===== src/rtl/fwd_pkg.sv =====
package fwd_pkg;
  localparam int REG_AW = 5;
  localparam int OP_W   = 7;
  localparam int SEL_W  = 2;

  localparam logic [OP_W-1:0] OPC_ALU_R  = 7'b0110011;
  localparam logic [OP_W-1:0] OPC_ALU_I  = 7'b0010011;
  localparam logic [OP_W-1:0] OPC_LOAD   = 7'b0000011;
  localparam logic [OP_W-1:0] OPC_JALR   = 7'b1100111;
  localparam logic [OP_W-1:0] OPC_STORE  = 7'b0100011;
  localparam logic [OP_W-1:0] OPC_BRANCH = 7'b1100011;

  localparam logic [SEL_W-1:0] SRC_RF  = 2'b00;
  localparam logic [SEL_W-1:0] SRC_WB  = 2'b01;
  localparam logic [SEL_W-1:0] SRC_MEM = 2'b10;

  localparam logic [1:0] WBS_ALU  = 2'b00;
  localparam logic [1:0] WBS_LOAD = 2'b01;
  localparam logic [1:0] WBS_LINK = 2'b10;
  localparam logic [1:0] WBS_UIMM = 2'b11;

  localparam logic [SEL_W-1:0] MV_ALU  = 2'b00;
  localparam logic [SEL_W-1:0] MV_UIMM = 2'b01;
  localparam logic [SEL_W-1:0] MV_LINK = 2'b10;
endpackage


===== src/rtl/fwd_opclass.sv =====
module fwd_opclass
  import fwd_pkg::*;
(
  input  logic [OP_W-1:0] opcode,
  output logic            reads_rs1,
  output logic            reads_rs2,
  output logic            is_store
);
  always_comb begin
    reads_rs1 = 1'b0;
    reads_rs2 = 1'b0;
    is_store  = 1'b0;
    unique case (opcode)
      OPC_ALU_R, OPC_BRANCH: begin
        reads_rs1 = 1'b1;
        reads_rs2 = 1'b1;
      end
      OPC_STORE: begin
        reads_rs1 = 1'b1;
        reads_rs2 = 1'b1;
        is_store  = 1'b1;
      end
      OPC_ALU_I, OPC_LOAD, OPC_JALR: reads_rs1 = 1'b1;
      default: ;
    endcase
  end
endmodule


===== src/rtl/fwd_src_pick.sv =====
module fwd_src_pick
  import fwd_pkg::*;
#(
  parameter int AW = REG_AW
) (
  input  logic [AW-1:0]    rs,
  input  logic             rs_used,
  input  logic [AW-1:0]    mem_rd,
  input  logic             mem_wen,
  input  logic [AW-1:0]    wb_rd,
  input  logic             wb_wen,
  output logic [SEL_W-1:0] sel
);
  logic mem_hit, wb_hit;

  always_comb begin
    mem_hit = rs_used && mem_wen && (mem_rd != '0) && (mem_rd == rs);
    wb_hit  = rs_used && wb_wen  && (wb_rd  != '0) && (wb_rd  == rs);
    if (mem_hit)     sel = SRC_MEM;
    else if (wb_hit) sel = SRC_WB;
    else             sel = SRC_RF;
  end
endmodule


===== src/rtl/fwd_memval.sv =====
module fwd_memval
  import fwd_pkg::*;
(
  input  logic [1:0]       wbsel,
  output logic [SEL_W-1:0] val_sel
);
  always_comb begin
    unique case (wbsel)
      WBS_UIMM: val_sel = MV_UIMM;
      WBS_LINK: val_sel = MV_LINK;
      WBS_LOAD: val_sel = MV_ALU;
      default:  val_sel = MV_ALU;
    endcase
  end
endmodule


===== src/rtl/fwd_unit.sv =====
module fwd_unit
  import fwd_pkg::*;
(
  input  logic [6:0] ex_opcode,
  input  logic [4:0] ex_rs1,
  input  logic [4:0] ex_rs2,
  input  logic [4:0] mem_rd,
  input  logic       mem_wen,
  input  logic [1:0] mem_wbsel,
  input  logic [4:0] wb_rd,
  input  logic       wb_wen,
  output logic [1:0] sel_a,
  output logic [1:0] sel_b,
  output logic [1:0] sel_st,
  output logic [1:0] mem_val_sel
);
  localparam int NOPS = 2;

  logic              use_rs1, use_rs2, st_op;
  logic [REG_AW-1:0] rs_v   [NOPS];
  logic              used_v [NOPS];
  logic [SEL_W-1:0]  sel_v  [NOPS];

  fwd_opclass u_cls (
    .opcode    (ex_opcode),
    .reads_rs1 (use_rs1),
    .reads_rs2 (use_rs2),
    .is_store  (st_op)
  );

  assign rs_v[0]   = ex_rs1;
  assign rs_v[1]   = ex_rs2;
  assign used_v[0] = use_rs1;
  assign used_v[1] = use_rs2;

  for (genvar g = 0; g < NOPS; g++) begin : g_opnd
    fwd_src_pick #(.AW(REG_AW)) u_pick (
      .rs      (rs_v[g]),
      .rs_used (used_v[g]),
      .mem_rd  (mem_rd),
      .mem_wen (mem_wen),
      .wb_rd   (wb_rd),
      .wb_wen  (wb_wen),
      .sel     (sel_v[g])
    );
  end

  assign sel_a  = sel_v[0];
  assign sel_b  = sel_v[1];
  assign sel_st = st_op ? sel_v[1] : SRC_RF;

  fwd_memval u_mv (
    .wbsel   (mem_wbsel),
    .val_sel (mem_val_sel)
  );

  always_comb begin

    sel_range_chk: assert (sel_a != 2'b11 && sel_b != 2'b11 && sel_st != 2'b11);

    a_mem_src_chk: assert (sel_a != SRC_MEM || (mem_wen && mem_rd == ex_rs1 && mem_rd != '0));

    a_wb_src_chk: assert (sel_a != SRC_WB || (wb_wen && wb_rd == ex_rs1 && wb_rd != '0));

    b_mem_src_chk: assert (sel_b != SRC_MEM || (mem_wen && mem_rd == ex_rs2 && mem_rd != '0));

    b_wb_src_chk: assert (sel_b != SRC_WB || (wb_wen && wb_rd == ex_rs2 && wb_rd != '0));

    mem_first_chk: assert (!(mem_wen && wb_wen && mem_rd == wb_rd) || sel_a != SRC_WB);

    st_idle_chk: assert (ex_opcode == OPC_STORE || sel_st == SRC_RF);

    nosrc_chk: assert (ex_opcode == OPC_ALU_R || ex_opcode == OPC_ALU_I ||
                       ex_opcode == OPC_LOAD || ex_opcode == OPC_JALR ||
                       ex_opcode == OPC_STORE || ex_opcode == OPC_BRANCH ||
                       (sel_a == SRC_RF && sel_b == SRC_RF));

    memval_range_chk: assert (mem_val_sel != 2'b11);
  end
endmodule


===== config.mk =====
export PLATFORM = sky130hd
export DESIGN_NAME = fwd_unit
export DESIGN_NICKNAME = d
export VERILOG_FILES = /design/src/rtl/fwd_pkg.sv /design/src/rtl/fwd_opclass.sv /design/src/rtl/fwd_src_pick.sv /design/src/rtl/fwd_memval.sv /design/src/rtl/fwd_unit.sv
export SDC_FILE = /design/constraint.sdc
export NUM_CORES = 1
export LEC_CHECK = 0
export ABC_AREA = 1
export BUFFER_PORTS_ARGS = -buffer_cell sky130_fd_sc_hd__clkbuf_2
export CAP_MARGIN = 20
export CORE_AREA = 4 4 41 43
export DETAILED_ROUTE_END_ITERATION = 6
export DIE_AREA = 0 0 45 47
export GPL_TIMING_DRIVEN = 0
export PLACE_DENSITY_LB_ADDON = 0.2
export SETUP_SLACK_MARGIN = 0.02
export SYNTH_ARGS = -nofsm -noshare
export SYNTH_HDL_FRONTEND = slang
export SYNTH_HIERARCHICAL = 1
export SYNTH_SLANG_ARGS = --single-unit
export TNS_END_PERCENT = 5

===== constraint.sdc =====
create_clock -name vclk -period 1.8
set_input_delay 0.36 -clock vclk [all_inputs]
set_output_delay 0.36 -clock vclk [all_outputs]
set_load 0.01 [all_outputs]

==> flow_metrics.tcl, run 1 <==
set metrics [dict create \
    grtUsageTotal_pct 15.26 \
    rsz0062_at_grt "yes" \
    hold_ws_ns 0.9591 \
    dieArea_um2 2115 \
    antenna_cells 0 \
    drt-met1-wl_um 680 \
    start_util_pct 43.65 \
    gp_congestion 0.8323 \
    criticalPathCategory "in2out" \
    finalWorstSetupSlack_ns -0.006162 \
    synth_nets 169 \
    die_y_um 47 \
    io_buffers 39 \
    syn-instance-count 138 \
    path_common_cell "nand2_2" \
    fillers 152 \
    yosysUniqueCellTypes 11 \
    period_needed_ns 1.806 \
    viasPerCell 4.487 \
    finalWirelength_um 1777 \
    seq_area_frac_synth_pct 0 \
    post_dp_cell_area_um2 782.0 \
    synth_top_area_share_pct 35.02 \
    syn_area_um2 568.0 \
    instances_no_fill 195 \
    worstPathArrival_ns 1.45 \
    nFlopsAndLatches 0 \
    wl_met2_um 924 \
    ioPinCount 39 \
    vias 875 \
    grt-ovfl-total 0 \
    slew_viol_final 0 \
    finalHoldViolCount 0 \
    place_inst 192 \
    ir_worst_vdd_v 0.00008715 \
    worst_pin_slew_ns 0.1861 \
    die_x_um 45 \
    clkbuf_count 0 \
    grt_pass1_wl_um 2546 \
    antenna_found_initial 0 \
    cp-end-kind "primary output" \
    hold_buffers 0 \
    wl_met3_um 172 \
    min_path_type "in2out" \
    power_density_nw_per_um2 173.1 \
    synth.avg_cell_area_um2 4.116 \
    path_cells "buf_6 -> nor2_4 -> nand2_2 -> nor2_4 -> nand2_2 -> a21oi_2 -> nand3_1 -> nor2_2 -> buf_4 -> nand2_2 -> inv_2 -> buf_6" \
    final_common_cell "nand2_1" \
    seq_area_um2 0 \
    dp_hpwl_um 1431 \
    p_leak_nw 0.6021 \
    area_delta_synth_final_pct 54.18 \
    ys_warn_count 6 \
    violations "setup timing" \
    drt-wirelength-per-cell_um 9.113 \
    drive_above_1_share_pct 38.33 \
    outcome "complete, but fails checks" \
    drt_drc_violations_left 0 \
    finalSetupViolCount 2 \
    maxCapViolations 0 \
    final_cell_mix "nand2_1, clkbuf_2, inv_1, nor2_1, nand3_1" \
    setup_tns_ns -0.008394 \
    final_area_um2 875.8 \
    dr.pass1.iters 4 \
    synth_area_leaders "nand2_1, inv_1, nor2_1" \
    startpoint_type "input pin" \
    coreArea_um2 1301 \
    synth_top_cell_by_area "nand2_1" \
    first_iter_violations 20 \
    rows 13 \
    path_max_fanout 2 \
    critical-path-max-stage-delay_ns 0.13 \
    fmax_mhz 553.7 \
    fin_crit_sh_pct 100.3 \
    antenna_left 0 \
    crit_path_top_delay_cell "nor2_4" \
    fin_nets 213 \
    grt_pass1_vias 718 \
    crit_required_ns 1.44 \
    highest_layer "met3" \
    slew_headroom_pct 87.50 \
    multiInputGateArea_um2 464.2 \
    grt_max_degree 7 \
]
[per-stage QoR]
stage	utilization, %	setup slack, ns	power, mW
finish	67.31	-0.006162	0.1516
CTS	60.87	-0.04806	0.1348
floorplan	-	0.1645	0.06933
detailed placement	60.10	-0.08053	0.1319
global route	67.31	-0.1016	0.1714
global placement	60.10	-0.06689	0.1292
[logic make-up after synthesis]
| family | Yosys count | synth area share [%] |
|---|---|---|
| AND/OR/NAND/NOR | 95 | 68.94 |
| buffers and inverters | 37 | 25.77 |
| AO/OA/AOI/OAI | 6 | 5.287 |
[where the power goes]
part | leakage, nW | switching [mW] | internal [mW]
Clock | 0 | 0 | 0
Combinational | 0.602 | 0.0870 | 0.0646
Sequential | 0 | 0 | 0
[layer usage]
layer,vias up,track usage [%]
met5,-,0
met2,33,32.77
met1,357,16.63
met3,0,1.533
li1,485,-
met4,0,0
[worst max-delay path: cells and delay by family]
| family | cells | cell delay [ns] |
|---|---|---|
| buffers and inverters | 4 | 0.36 |
| AND/OR/NAND/NOR | 7 | 0.63 |
| AO/OA/AOI/OAI | 1 | 0.09 |
[Yosys cell counts (all sizes together)]
| cell type | count |
|---|---|
| buf | 2 |
| nand3 | 12 |
| inv | 35 |
| a21oi | 4 |
| o21ai | 2 |
| nor3 | 2 |
| nor2 | 26 |
| nand2 | 55 |
[final timing paths]
check | to | slack (ns) | startpoint | depth (start not counted)
min | mem_val_sel[1] | 0.96 | mem_wbsel[0] | 3
max | sel_st[1] | -0.006 | ex_opcode[2] | 12
[area by class of cell]
type                       count  share of cell area [%]
multi-input combinational    101                   53.00
inverter                      35                   15.00
timing repair buffer          42                   28.14
buffer                         2                   1.714
tap                           15                   2.143
[timing repair]
action,in CTS,in global routing
setup buffers,1,2
setup endpoints to repair,3,6
pin swaps,7,10
gates resized for setup,2,21
(Power assumes the default switching activity.)
==> run 2, diff against run 1 <==
--- a/config.mk
+++ b/config.mk
@@ -13,7 +13,7 @@
 export DIE_AREA = 0 0 45 47
 export GPL_TIMING_DRIVEN = 0
 export PLACE_DENSITY_LB_ADDON = 0.2
-export SETUP_SLACK_MARGIN = 0.02
+export SETUP_SLACK_MARGIN = 0.1
 export SYNTH_ARGS = -nofsm -noshare
 export SYNTH_HDL_FRONTEND = slang
 export SYNTH_HIERARCHICAL = 1
==> flow_metrics.tcl, run 2 (synthesis gave the netlist of run 1 again) <==
set metrics [dict create \
    nFlopsAndLatches 0 \
    gp_congestion 0.8323 \
    outcome "complete, but fails checks" \
    p_seq_share_pct 0 \
    finalHoldViolCount 0 \
    ir_worst_vdd_v 0.00008084 \
    grt-ovfl-total 0 \
    cp-end-kind "primary output" \
    grt_pass1_vias 718 \
    antenna_cells 0 \
    area_delta_synth_final_pct 56.17 \
    drt-wirelength-per-cell_um 8.831 \
    viasPerCell 4.390 \
    vias 856 \
    startpoint_type "input pin" \
    slew_headroom_pct 88.52 \
    seq_area_um2 0 \
    worst_pin_slew_ns 0.1715 \
    crit_start "ex_opcode[4]" \
    final_common_cell "nand2_1" \
    antenna_left 0 \
    finalWirelength_um 1722 \
    fmax_mhz 554.8 \
    drive_above_1_share_pct 39.44 \
    rows 13 \
    min_path_type "in2out" \
    violations "setup timing" \
    die_y_um 47 \
    maxCapViolations 0 \
    grt_pass1_wl_um 2546 \
    grtUsageTotal_pct 15.26 \
    criticalPathCategory "in2out" \
    ioPinCount 39 \
    antenna_found_initial 0 \
    grt_max_degree 7 \
    final_cell_mix "nand2_1, clkbuf_2, inv_1, nor2_1, nand3_1" \
    fin_util_pct 68.17 \
    power_density_nw_per_um2 171.8 \
    finalSetupViolCount 1 \
    hold_buffers 0 \
    dieArea_um2 2115 \
    rsz0062_at_grt "yes" \
    final_area_um2 887.1 \
    fin_crit_sh_pct 100.1 \
    coreArea_um2 1301 \
    crit_required_ns 1.44 \
    power_frac_clock_pct 0 \
    dr.pass1.iters 4 \
    p_int_mw 0.06616 \
    period_needed_ns 1.803 \
    switching_share_pct 56.58 \
    io_buffers 39 \
    start_util_pct 43.65 \
    dp_hpwl_um 1431 \
    die_x_um 45 \
    cp-endpoint "sel_a[1]" \
    comb_power_share_pct 100.0 \
    first_iter_violations 23 \
    finalWorstSetupSlack_ns -0.002591 \
    worstPathArrival_ns 1.44 \
    path_max_fanout 2 \
    p_switching_mw 0.08621 \
    drt_drc_violations_left 0 \
    clkbuf_count 0 \
    slew_viol_final 0 \
    fin_nets 213 \
    post_dp_cell_area_um2 782.0 \
    p_leak_nw 0.6053 \
]
==> run 2: changes by cell type in the layout (fill, tap and decap cells not counted) <==
cell      previous run  this run
nand2_2              5         7
buf_6                5         6
nand2_1             50        48
buf_2                0         1
clkbuf_2            35        33
==> run 2: critical path, cell delays in order <==
cell      delay, ns
clkbuf_2       0.11
nor2_4         0.14
buf_6          0.11
nand3_2        0.05
nand2_2        0.08
nand2_2        0.05
a21oi_2        0.10
nand3_1        0.11
nor2_2         0.13
buf_4          0.11
buf_6          0.09
==> run 2: layout make-up <==
type	instances	area, um^2
Multi-Input combinational cell	101	469.2
Buffer	2	15.01
Fill cell	144	414.1
Timing Repair Buffer	42	252.7
Tap cell	15	18.77
Inverter	35	131.4
==> run 2: worst min path at each step <==
stage / start / to / slack (ns) / cells past startpoint
after floorplan: mem_wbsel[0] / mem_val_sel[1] / 0.75 / 1
after global placement: mem_wbsel[0] / mem_val_sel[1] / 0.96 / 3
after detailed placement: mem_wbsel[0] / mem_val_sel[1] / 0.96 / 3
after CTS: mem_wbsel[0] / mem_val_sel[1] / 0.96 / 3
after global routing: mem_wbsel[0] / mem_val_sel[1] / 0.97 / 3
final: mem_wbsel[0] / mem_val_sel[1] / 0.96 / 3
==> run 2: stage by stage <==
stage | total power [mW] | setup TNS, ns | setup slack (ns) | hold slack, ns | cells
CTS | 0.1348 | -0.05803 | -0.04806 | 0.9610 | 193
detailed placement | 0.1319 | -0.09402 | -0.08053 | 0.9610 | 192
global route | 0.1726 | -0.3753 | -0.1050 | 0.9682 | 195
floorplan | 0.06933 | 0 | 0.1645 | 0.7509 | 138
global placement | 0.1292 | -0.07319 | -0.06689 | 0.9605 | 192
finish | 0.1524 | -0.002591 | -0.002591 | 0.9591 | 195
==> run 2: metal layers <==
layer | up-vias | share of wire (%) | GRT usage, %
met5 | - | 0 | 0
met4 | 0 | 0 | 0
met3 | 0 | 9.1 | 1.533
met2 | 27 | 51 | 32.77
met1 | 344 | 40 | 16.63
li1 | 485 | - | -
==> run 2: what timing repair did <==
item	CTS	global route
hold endpoints to repair	0	0
setup buffers	1	2
gates resized for setup	2	25
pin swaps	8	10
cloned	0	0
setup endpoints to repair	6	6
==> run 2: power groups by stage <==
stage,sequential [mW],clock (mW),combinational (mW)
3_5_place_dp,0,0,0.132
3_3_place_gp,0,0,0.129
5_1_grt,0,0,0.173
2_1_floorplan,0,0,0.0693
4_1_cts,0,0,0.135
6_report,0,0,0.152
